File: src/rtl/spi_reg_pkg.sv
package spi_reg_pkg;
  localparam int BYTE_W = 8;
  localparam int PTR_W  = 7;

  typedef logic [BYTE_W-1:0] byte_t;

  typedef enum logic [1:0] {
    PH_CHIP = 2'd0,
    PH_PTR  = 2'd1,
    PH_DATA = 2'd2,
    PH_SKIP = 2'd3
  } phase_t;
endpackage

File: src/rtl/spi_pin_sync.sv
module spi_pin_sync #(
  parameter int          W       = 1,
  parameter logic [W-1:0] RST_VAL = '0
) (
  input  logic         clk,
  input  logic         rst,
  input  logic [W-1:0] d_async,
  output logic [W-1:0] d_sync
);
  logic [W-1:0] stage1, stage2;

  always_ff @(posedge clk) begin
    if (rst) begin
      stage1 <= RST_VAL;
      stage2 <= RST_VAL;
    end else begin
      stage1 <= d_async;
      stage2 <= stage1;
    end
  end

  assign d_sync = stage2;
endmodule

File: src/rtl/spi_byte_shifter.sv
module spi_byte_shifter
  import spi_reg_pkg::*;
(
  input  logic  clk,
  input  logic  rst,
  input  logic  sel,
  input  logic  bit_stb,
  input  logic  din,
  output logic  byte_vld,
  output byte_t byte_q
);
  localparam int CNT_W = $clog2(BYTE_W);

  logic [BYTE_W-2:0] shreg;
  logic [CNT_W-1:0]  bit_cnt;
  logic              last_bit;

  assign last_bit = (bit_cnt == CNT_W'(BYTE_W - 1));

  always_ff @(posedge clk) begin
    if (rst) begin
      shreg    <= '0;
      bit_cnt  <= '0;
      byte_vld <= 1'b0;
      byte_q   <= '0;
    end else begin
      byte_vld <= 1'b0;
      if (!sel) begin
        bit_cnt <= '0;
      end else if (bit_stb) begin
        shreg   <= {shreg[BYTE_W-3:0], din};
        bit_cnt <= last_bit ? '0 : bit_cnt + 1'b1;
        if (last_bit) begin
          byte_vld <= 1'b1;
          byte_q   <= {shreg, din};
        end
      end
    end
  end
endmodule

File: src/rtl/spi_txn_ctrl.sv
module spi_txn_ctrl
  import spi_reg_pkg::*;
#(
  parameter logic [6:0] CHIP_ID = 7'b0010000
) (
  input  logic             clk,
  input  logic             rst,
  input  logic             sel,
  input  logic             byte_vld,
  input  byte_t            byte_q,
  output logic             wr_en,
  output logic [PTR_W-1:0] wr_ptr,
  output byte_t            wr_data
);
  phase_t           phase_q, phase_d;
  logic [PTR_W-1:0] ptr_q, ptr_d;
  logic             step_q, step_d;
  logic             id_ok;

  assign id_ok   = (byte_q[BYTE_W-1:1] == CHIP_ID) && !byte_q[0];
  assign wr_en   = byte_vld && (phase_q == PH_DATA);
  assign wr_ptr  = ptr_q;
  assign wr_data = byte_q;

  always_comb begin
    phase_d = phase_q;
    ptr_d   = ptr_q;
    step_d  = step_q;
    if (byte_vld) begin
      unique case (phase_q)
        PH_CHIP: phase_d = id_ok ? PH_PTR : PH_SKIP;
        PH_PTR: begin
          ptr_d   = byte_q[PTR_W-1:0];
          step_d  = byte_q[BYTE_W-1];
          phase_d = PH_DATA;
        end
        PH_DATA: if (step_q) ptr_d = ptr_q + 1'b1;
        PH_SKIP: phase_d = PH_SKIP;
      endcase
    end
    if (!sel) phase_d = PH_CHIP;
  end

  always_ff @(posedge clk) begin
    if (rst) begin
      phase_q <= PH_CHIP;
      ptr_q   <= '0;
      step_q  <= 1'b0;
    end else begin
      phase_q <= phase_d;
      ptr_q   <= ptr_d;
      step_q  <= step_d;
    end
  end
endmodule

File: src/rtl/spi_reg_bank.sv
module spi_reg_bank
  import spi_reg_pkg::*;
#(
  parameter int                NUM_REGS  = 8,
  parameter logic [NUM_REGS-1:0] RSVD_MASK = '0
) (
  input  logic                       clk,
  input  logic                       rst,
  input  logic                       wr_en,
  input  logic [PTR_W-1:0]           wr_ptr,
  input  byte_t                      wr_data,
  output logic [NUM_REGS*BYTE_W-1:0] regs_flat,
  output logic [NUM_REGS-1:0]        wr_stb
);
  for (genvar i = 0; i < NUM_REGS; i++) begin : g_reg
    if (RSVD_MASK[i]) begin : g_rsvd
      assign regs_flat[i*BYTE_W +: BYTE_W] = '0;
      assign wr_stb[i] = 1'b0;
    end else begin : g_live
      byte_t value_q;
      logic  stb_q;
      logic  hit;
      assign hit = wr_en && (wr_ptr == PTR_W'(i));
      always_ff @(posedge clk) begin
        if (rst) begin
          value_q <= '0;
          stb_q   <= 1'b0;
        end else begin
          stb_q <= hit;
          if (hit) value_q <= wr_data;
        end
      end
      assign regs_flat[i*BYTE_W +: BYTE_W] = value_q;
      assign wr_stb[i] = stb_q;
    end
  end
endmodule

File: src/rtl/spi_reg_loader.sv
module spi_reg_loader
  import spi_reg_pkg::*;
#(
  parameter int                  NUM_REGS  = 8,
  parameter logic [NUM_REGS-1:0] RSVD_MASK = 8'b0100_0001,
  parameter logic [6:0]          CHIP_ID   = 7'b0010000
) (
  input  logic                       clk,
  input  logic                       rst,
  input  logic                       spi_cs_n,
  input  logic                       spi_sclk,
  input  logic                       spi_mosi,
  output logic [NUM_REGS*BYTE_W-1:0] regs_flat,
  output logic [NUM_REGS-1:0]        wr_stb
);
  logic [2:0]       pins_sync;
  logic             sclk_prev;
  logic             sclk_rise;
  logic             sel;
  logic             byte_vld;
  byte_t            byte_q;
  logic             wr_en;
  logic [PTR_W-1:0] wr_ptr;
  byte_t            wr_data;

  spi_pin_sync #(.W(3), .RST_VAL(3'b100)) u_sync (
    .clk     (clk),
    .rst     (rst),
    .d_async ({spi_cs_n, spi_sclk, spi_mosi}),
    .d_sync  (pins_sync)
  );

  always_ff @(posedge clk) begin
    if (rst) sclk_prev <= 1'b0;
    else     sclk_prev <= pins_sync[1];
  end

  assign sel       = !pins_sync[2];
  assign sclk_rise = pins_sync[1] && !sclk_prev;

  spi_byte_shifter u_shift (
    .clk      (clk),
    .rst      (rst),
    .sel      (sel),
    .bit_stb  (sclk_rise),
    .din      (pins_sync[0]),
    .byte_vld (byte_vld),
    .byte_q   (byte_q)
  );

  spi_txn_ctrl #(.CHIP_ID(CHIP_ID)) u_ctrl (
    .clk      (clk),
    .rst      (rst),
    .sel      (sel),
    .byte_vld (byte_vld),
    .byte_q   (byte_q),
    .wr_en    (wr_en),
    .wr_ptr   (wr_ptr),
    .wr_data  (wr_data)
  );

  spi_reg_bank #(.NUM_REGS(NUM_REGS), .RSVD_MASK(RSVD_MASK)) u_bank (
    .clk       (clk),
    .rst       (rst),
    .wr_en     (wr_en),
    .wr_ptr    (wr_ptr),
    .wr_data   (wr_data),
    .regs_flat (regs_flat),
    .wr_stb    (wr_stb)
  );
endmodule

File: config.mk
export PLATFORM = sky130hd
export DESIGN_NAME = spi_reg_loader
export DESIGN_NICKNAME = d
export VERILOG_FILES = /design/src/rtl/spi_reg_pkg.sv /design/src/rtl/spi_pin_sync.sv /design/src/rtl/spi_byte_shifter.sv /design/src/rtl/spi_txn_ctrl.sv /design/src/rtl/spi_reg_bank.sv /design/src/rtl/spi_reg_loader.sv
export SDC_FILE = /design/constraint.sdc
export NUM_CORES = 1
export LEC_CHECK = 0
export ABC_AREA = 1
export CORE_MARGIN = 2
export CORE_UTILIZATION = 50
export DETAILED_ROUTE_END_ITERATION = 6
export PLACE_DENSITY = 0.87
export SYNTH_ARGS = -nofsm -noshare
export SYNTH_HDL_FRONTEND = slang
export SYNTH_SLANG_ARGS = --single-unit
File: constraint.sdc
create_clock -name clk -period 1.3 [get_ports clk]
set_input_delay 0.13 -clock clk [delete_from_list [all_inputs] [get_ports clk]]
set_output_delay 0.13 -clock clk [all_outputs]
set_load 0.05 [all_outputs]
== After elaboration in Yosys (flattened, before gate mapping) ==
Cells that the tools add are included.
Widths: inputs -> output; s select.

* Output and inout port bits: 72
* Input port bits: 5
* Word-level logic and storage cells: 65
* Register bits after elaboration: 90

* Bitwise operators: 2
* Mux-type cells: 6
* Add/subtract/negate cells: 2
* Reduce and logical (&&, ||, !) cells: 21
* Equal/unequal tests: 12

{| class="wikitable"
|+ Operator list
! cell !! number
|-
| $eq 7x3->1 const B || 3
|-
| $eq 7x2->1 const B || 2
|-
| $pmux 7 s2 || 1
|-
| $logic_and 1x1->1 || 9
|-
| $add 7x1->7 const B || 1
|-
| $eq 7x1->1 const B || 1
|-
| $eq 7x5->1 const B || 1
|-
| $mux 7 || 1
|-
| $pmux 2 s3 || 1
|-
| $reduce_and 2->1 || 3
|-
| $reduce_and 3->1 || 2
|-
| $eq 2x2->1 const B || 2
|-
| $add 3x1->3 const B || 1
|-
| $eq 3x3->1 const B || 1
|-
| $mux 3 || 1
|-
| $reduce_bool 3->1 || 1
|-
| $reduce_or 3->1 || 1
|-
| $eq 2x1->1 const B || 1
|-
| $logic_not 1->1 || 2
|-
| $logic_not 2->1 || 1
|-
| $mux 2 || 1
|-
| $ne 2x1->1 const B || 1
|-
| $not 1->1 || 2
|-
| $reduce_bool 2->1 || 1
|-
| other kinds (2) || 2
|}

== Logic depth before layout (Yosys ltp) ==
Gate-level depths: netlist of run 1.

* Word-level depth: 4
* Depth in mapped cells: 8
* Gate-level depth less buffers: 8

== By module ==
A second synthesis of run 1 with hierarchy kept.

* Cells, all modules: 543
* Area, all modules: 3978.8 um2

{| class="wikitable"
|+ By module, submodules not included
! module !! area an instance (um2) !! sequential area each (um2) !! times used !! cells an instance
|-
| spi_reg_bank || 2427.3 || 1081.0 || 1 || 331
|-
| spi_byte_shifter || 685.7 || 380.4 || 1 || 86
|-
| spi_txn_ctrl || 661.9 || 200.2 || 1 || 102
|-
| spi_pin_sync || 168.9 || 120.1 || 1 || 19
|-
| spi_reg_loader || 35.0 || 20.0 || 1 || 5
|}

== Least setup slack after synthesis of run 1 ==
Ideal clock, no wire load.

* Path type: register to register
* Start: register u_ctrl.ptr_q[0], in the netlist u_ctrl.wr_ptr[0]
* End: register u_bank.g_reg[4].g_live.value_q[0]
* Cell stages (with the launch flop): 9
* Arrival: 1051 ps
* Setup time: 116 ps
* Buffers on the path: 0
* Clock period less this slack: 1167 ps
* Setup slack: 133 ps
* Data required time: 1184 ps
* Path through: dfxtp_1 inv_1 ha_1 inv_1 nor2_2 nand2_4 clkinv_4 nor2_1 nor2_1

* Cells in the longest elaborated chain, start to end: 2

{| class="wikitable"
|+ Ends and longest elaborated chain
! item !! line !! RTL
|-
| start: declaration || spi_txn_ctrl.sv:16 || <nowiki>logic [PTR_W-1:0] ptr_q, ptr_d;</nowiki>
|-
| start signal: assignment || spi_txn_ctrl.sv:51 || <nowiki>ptr_q <= ptr_d;</nowiki>
|-
| $eq 7x3->1 || spi_reg_bank.sv:23 || <nowiki>assign hit = wr_en && (wr_ptr == PTR_W'(i));</nowiki>
|-
| $logic_and 1x1->1 || spi_reg_bank.sv:23 ||
|-
| end signal: assignment || spi_reg_bank.sv:30 || <nowiki>if (hit) value_q <= wr_data;</nowiki>
|-
| end: declaration || spi_reg_bank.sv:20 || <nowiki>byte_t value_q;</nowiki>
|}

No other way between the ends.
A chain may end at the register's enable or synchronous reset.

== Final worst setup path of run 1 ==
* Start: register u_sync.stage2[1], in the netlist u_sync.d_sync[1]
* End: register u_shift.byte_q[1]

* Cells in the longest elaborated chain, start to end: 2

{| class="wikitable"
|+ Ends and longest elaborated chain
! item !! line !! RTL
|-
| start: declaration || spi_pin_sync.sv:10 || <nowiki>logic [W-1:0] stage1, stage2;</nowiki>
|-
| start signal: assignment || spi_pin_sync.sv:18 || <nowiki>stage2 <= stage1;</nowiki>
|-
| $logic_and 1x1->1 || spi_reg_loader.sv:39 || <nowiki>assign sclk_rise = pins_sync[1] && !sclk_prev;</nowiki>
|-
| $reduce_and 3->1 (no line) || - ||
|-
| end signal: assignment || spi_byte_shifter.sv:35 || <nowiki>byte_q <= {shreg, din};</nowiki>
|-
| end: declaration || spi_byte_shifter.sv:10 || <nowiki>output byte_t byte_q</nowiki>
|}

No other way between the ends.

==> impl_metrics.ini, run 1 <==
[cts]
cts_buffer_depth = 2
numClockSinks = 90
cts_root_buffer = sky130_fd_sc_hd__clkbuf_8
tritoncts = built
cts_inserted_buffers = 9
h-tree-depth = 3
latest_clock_arrival_within_the_worst_skew_pair_ns = 0.35
path_clk_slew_ns = 0.08

[critical_path]
cp-end-kind = register
path_cells = inv_2 > nor2_4 > inv_4 > nor2_8 > buf_4 > nand2_4 > buf_4 > nand3_1 > nand2_1
timing.critical_path.buf_inv = 4
critical_path.max_fanout = 6
critical_path_depth = 9
cp_data_arrival_time_ns = 1.53
reg2regPathDepth = 9
worstSetupEndpoint = u_shift.byte_q[1]
worst_r2r_startpoint = u_sync.d_sync[1]
regToRegSetupSlack_ns = 0.03
crit_path_start = u_sync.d_sync[1]
critPathSlowestCell = sky130_fd_sc_hd__dfxtp_2
path_common_cell = sky130_fd_sc_hd__buf_4
timing.critical_path.required_ns = 1.55
crit_family = simple AND/OR/NAND/NOR gates
crit_path_max_incr_delay_ns = 0.32
criticalPathCategory = reg -> reg
crit_path_start_kind = register
reg2reg_to = u_shift.byte_q[1]

[timing]
timing.final.crit_period_ns = 1.275
setup_tns_ns = 0
clock.fmax_ghz = 0.7846
final.setup_skew_ns = 0.009388
setup_violations = 0
layout_worst_path_cycle_share_pct = 98.04
rsz0062_at_grt = true
finalMaxSlewViolations = 0
hold_violations = 0
hold-worst-slack_ns = 0.2851
final_critical_path_setup_slack_ns = 0.02543

[detailed_routing]
drcViolationCount = 0
dr.first_iter.drc_count = 236
drt_pass1_iterations = 7
route.vias.total = 3271
wl_met1_um = 3458
met3RoutedLength_um = 595
route.final.wire_length_um = 8849
met2_wirelength_um = 4590
via_per_inst = 5.032
ant_nets_after_route = 0
uppermost_routed_layer = met4
routed_wire_length_per_instance_um = 13.61

[floorplanning]
pin_count = 77
design.core.area_mm2 = 0.007214
initial_core_util_pct = 51.60
die_y_um = 90.28
count_of_standard_cell_rows = 31
floorplan.die_area_mm2 = 0.008150
floorplan.die.width_um = 90.28

[final_layout]
num_antenna_cells = 0
final_common_cell = sky130_fd_sc_hd__nor2_1
post_route_cells_drive_above_1_share_pct = 26.86
num-nets-final = 558
instances_no_fill = 650
most_used_cells_in_the_layout_excluding_fill_and_tap_cells = 143 x sky130_fd_sc_hd__nor2_1, 83 x sky130_fd_sc_hd__dfxtp_1, 56 x sky130_fd_sc_hd__buf_12
syn_to_final_growth_pct = 41.48

[grt]
overflow = 0
grt_first_pass_wirelength_um = 13880
grt.total_usage_pct = 20.98
grt_max_degree = 37
antenna_violations_before_repair = 0
grt_pass1_vias = 3032

[synth]
yosys.area_share.simple_pct = 26.15
synth_compound_gate_area_share_pct = 11.76
synth_top_family_by_area = simple AND/OR/NAND/NOR gates
post_synth_num_cell_types = 26
syn_area_mm2 = 0.003722
synth_adder_area_share_pct = 2.353
syn-instance-count = 473
synth-seq-area-share_pct = 48.40
ys_seq_elements = 90
muxShareOfSynthArea_pct = 0
yosys_warnings = 0
avgSynthCellArea_um2 = 7.870
synth-xor-area-share_pct = 0

[pwr]
static_leakage_nw = 2.187
total_power_mw = 4.905
peakVddDrop_uv = 614.5
p_per_area_mw_per_mm2 = 931.3

[place]
gp_congestion = 0.8935
numPortBuffers = 58
pre_cts_slack_ns = -0.05612
dp.final_hpwl_um = 6296
place_inst = 621

[run_status]
run_status = complete, no violations

[min_path]
hold_path.class = in -> reg

[flow_run]
max-cap-violations = 0
[logic make-up after synthesis]
| kind of cell | Yosys count |
|---|---|
| DFF | 90 |
| other | 1 |
| adders and majority gates | 7 |
| and+or+nand+nor | 212 |
| AOI/OAI and AO/OA | 86 |
| buffers and inverters | 77 |
[synthesized netlist by cell type, drive strengths merged]
master | count | area (µm²)
nor2 | 156 | 663.1
clkinv | 6 | 52.55
or2 | 3 | 18.77
a21oi | 13 | 65.06
o21ai | 71 | 355.3
o21bai | 1 | 7.510
nand3 | 13 | 77.58
ha | 7 | 87.58
nand2 | 37 | 196.4
conb | 1 | 3.750
clkbuf | 10 | 37.54
o211a | 1 | 10.01
dfxtp | 90 | 1802
buf | 29 | 207.7
nor3 | 1 | 5.000
nand4 | 2 | 12.51
inv | 32 | 120.1
[metrics by stage]
stage                     utilization [%]  cell area (µm²)
after global placement              68.04             4908
after global routing                73.00             5266
after CTS                           71.07             5127
after floorplan                         -             3786
after detailed placement            68.04             4908
final                               73.00             5266
[metal layers]
layer | vias to the layer above | global-route usage (%)
li1 | 1605 | -
met1 | 1492 | 24.14
met2 | 145 | 37.28
met3 | 29 | 4.090
met4 | 0 | 10.13
met5 | - | 0
[worst min-delay path by stage]
stage	from	to	slack, ns	cells after the start
final	spi_mosi	u_sync.stage1[0]	0.29	3
after global placement	u_sync.stage1[1]	u_sync.d_sync[1]	0.39	2
after floorplan	spi_cs_n	u_sync.stage1[2]	0.23	1
after detailed placement	u_sync.stage1[1]	u_sync.d_sync[1]	0.39	2
after CTS	spi_mosi	u_sync.stage1[0]	0.28	3
after global routing	spi_sclk	u_sync.stage1[1]	0.30	3
[state kept, by name, indices dropped and copies added (netlist names), 2 cells and up]
name and cells:
u_ctrl.phase_q 2, u_ctrl.wr_ptr 7, u_shift.shreg 7, u_shift.byte_q 8, u_bank.g.g_live.value_q 48, u_shift.bit_cnt 3
u_bank.g.g_live.stb_q 6, u_sync.stage1 3, u_sync.d_sync 3
[repair_timing]
action	4_1_cts	5_1_grt
cloned	0	2
setup endpoints to repair	42	66
pin swaps	1	6
setup buffers	2	9
hold buffers	0	0
hold endpoints to repair	0	0
gates resized for setup	10	53
[where the power goes]
group	switching [mW]	total, mW	internal, mW	leakage [nW]
registers	0.00686	2.77	2.76	0.730
logic	0.199	0.266	0.0665	1.36
clock network	0.927	1.87	0.943	0.0966
total	1.13	4.90	3.77	2.19
[cell type report]
cell class | count | area (µm²)
Fill cell | 464 | 1948
Sequential cell | 90 | 1815
Multi-Input combinational cell | 325 | 1615
Timing Repair Buffer | 82 | 1334
Inverter | 38 | 181.4
Clock buffer | 12 | 145.1
Tap cell | 99 | 123.9
Clock inverter | 4 | 51.30
[tightest hold or removal path: cells and delay by family]
| kind | cells | cell delay [ns] |
|---|---|---|
| AND/OR/NAND/NOR | 1 | 0.03 |
| buffers and inverters | 2 | 0.44 |
No activity file was read; power rests on OpenSTA's default activity.
==> run 2, diff against run 1 <==
- CORE_UTILIZATION: 50 -> 46
- HOLD_SLACK_MARGIN: unset -> 0.06
- PLACE_DENSITY: 0.87 -> 0.85
- clock period: 1.3 -> 1.1 ns (I/O delays scaled with it)
==> run 2 against run 1 <==
Against the previous run: the flow now finishes with violations (negative setup slack); utilization rose by 3.5 points; non-clock buffer count is 35 higher; sequential power is 18% higher; clock power grew 21%; first-iteration DRC count up 5.5%; maximum frequency down 18%; sequential share of layout area decreased by 3.5 points.
==> impl_metrics.ini, run 2 (same netlist as run 1, synthesis figures left out) <==
[run_status]
run_status = finished with violations
failed_checks = negative setup slack

[final_layout]
instances_no_fill = 689
post_route_cells_drive_above_1_share_pct = 46.17
most_used_cells_in_the_layout_excluding_fill_and_tap_cells = 121 x sky130_fd_sc_hd__nor2_1, 71 x sky130_fd_sc_hd__dfxtp_1, 57 x sky130_fd_sc_hd__buf_12
flip_flop_count_of_the_largest_register_all_copies_and_words_added = 48
final_common_cell = sky130_fd_sc_hd__nor2_1
largest_register = u_bank.g.g_live.value_q
biggestRegsByFlops = u_bank.g.g_live.value_q x48, u_shift.byte_q x8
syn_to_final_growth_pct = 59.66
num-nets-final = 594
num_antenna_cells = 0

[timing]
clock.fmax_ghz = 0.6426
finalMaxSlewViolations = 0
rsz0062_at_grt = true
timing.final.crit_period_ns = 1.556
setup_tns_ns = -17.68
hold_violations = 0
hold-worst-slack_ns = 0.2508
setup_violations = 74
final.setup_skew_ns = 0.02332
layout_worst_path_cycle_share_pct = 141.5
final_critical_path_setup_slack_ns = -0.4562

[critical_path]
cp_data_arrival_time_ns = 1.84
criticalPathCategory = reg -> reg
crit_path_max_incr_delay_ns = 0.39
cp-end-kind = register
crit_path_start_kind = register
path_common_cell = sky130_fd_sc_hd__nor2_4
crit_family = simple AND/OR/NAND/NOR gates
path_cells = nor2_4 > inv_2 > nor2_4 > buf_6 > nand2_8 > clkinv_8 > nor2_2 > nor2_1
timing.critical_path.buf_inv = 3
critical_path.max_fanout = 8
critPathSlowestCell = sky130_fd_sc_hd__dfxtp_4
timing.critical_path.required_ns = 1.39

[detailed_routing]
routed_wire_length_per_instance_um = 19.10
dr.first_iter.drc_count = 249
via_per_inst = 5.502
route.vias.total = 3791
route.final.wire_length_um = 13160
drt_pass1_iterations = 5
ant_nets_after_route = 0
drcViolationCount = 0

[pwr]
peakVddDrop_uv = 652.4
total_power_mw = 5.892
p_per_area_mw_per_mm2 = 991.3
static_leakage_nw = 2.441

[floorplanning]
die_y_um = 93.96
pin_count = 77
design.core.area_mm2 = 0.007767
initial_core_util_pct = 47.92
count_of_standard_cell_rows = 32
floorplan.die_area_mm2 = 0.008828
floorplan.die.width_um = 93.96

[flow_run]
max-cap-violations = 0

[cts]
cts_inserted_buffers = 9
numClockSinks = 90
tritoncts = built
latest_clock_arrival_within_the_worst_skew_pair_ns = 0.39
h-tree-depth = 3
cts_root_buffer = sky130_fd_sc_hd__clkbuf_8
cts_buffer_depth = 2
path_clk_slew_ns = 0.11

[grt]
grt.total_usage_pct = 25.03
overflow = 0
grt_max_degree = 39
grt_first_pass_wirelength_um = 17030
grt_pass1_vias = 3529
antenna_violations_before_repair = 0

[min_path]
hold_path.class = in -> reg

[place]
numPortBuffers = 58
place_inst = 650
dp.final_hpwl_um = 7085
gp_congestion = 0.8335
-- run 2: cell types whose count changed in the layout (fill, tap and decap cells not counted), moves of 10 or more --
cell	before	now
sky130_fd_sc_hd__nor2_1	143	121
sky130_fd_sc_hd__buf_6	2	12
sky130_fd_sc_hd__inv_2	6	16
sky130_fd_sc_hd__o21ai_2	2	25
sky130_fd_sc_hd__buf_4	20	43
sky130_fd_sc_hd__dfxtp_1	83	71
sky130_fd_sc_hd__o21ai_0	25	11
sky130_fd_sc_hd__inv_1	23	12
sky130_fd_sc_hd__nor2_2	5	21
-- run 2: worst reg2reg max path: cells and delay by family, from the launching register on --
kind          cells  cell delay [ns]
simple gates      5             0.74
buf+inv           3             0.34
flops             1             0.39
-- run 2: final timing paths --
check	depth (start not counted)	slack, ns	end	from
setup / recovery	8	-0.46	u_bank.g_reg[3].g_live.value_q[1]	u_ctrl.wr_ptr[3]
hold / removal	3	0.25	u_sync.stage1[1]	spi_sclk
setup reg to reg	8	-0.46	u_bank.g_reg[3].g_live.value_q[1]	u_ctrl.wr_ptr[3]
hold reg to reg	2	0.41	u_sync.d_sync[1]	u_sync.stage1[1]
-- run 2: what timing repair did --
| action | in CTS | in global routing |
|---|---|---|
| cloned | 2 | 1 |
| hold buffers | 0 | 0 |
| resized for setup | 90 | 101 |
| setup buffers | 6 | 15 |
| pin swaps | 10 | 24 |
| setup endpoints to repair | 72 | 81 |
-- run 2: routing by layer --
layer,vias up,GRT usage (%),wire length (µm)
met5,-,0,0
met4,0,13.29,991
met3,96,6.661,1032
met2,263,46.37,6847
met1,1749,25.37,4290
li1,1683,-,-
-- run 2: report_power, final --
part	switching, mW	internal, mW
logic	0.267	0.0949
clock network	1.38	0.883
registers	0.0105	3.26
-- run 2: layout make-up --
type | count | area (µm²)
well taps | 102 | 127.6
clock inverters | 7 | 71.32
multi-input cells | 326 | 1928
repair buffers | 117 | 1654
inverters | 38 | 200.2
clock buffers | 9 | 123.9
fillers | 431 | 1824
flip-flops and latches | 90 | 1838
-- run 2: through the flow --
step	setup WS (ns)	util [%]	area, µm²
2_1_floorplan	-0.02933	-	3799
3_3_place_gp	-0.1113	65.83	5114
3_5_place_dp	-0.2222	65.83	5114
4_1_cts	-0.1641	71.36	5543
5_1_grt	-0.4685	76.51	5943
6_report	-0.4562	76.51	5943
==> run 3, diff against run 2 <==
- GPL_TIMING_DRIVEN: unset -> 1
- SLEW_MARGIN: unset -> 5
==> results of run 3 <==
The final DEF is identical to that of run 2; final timing and power are the same.
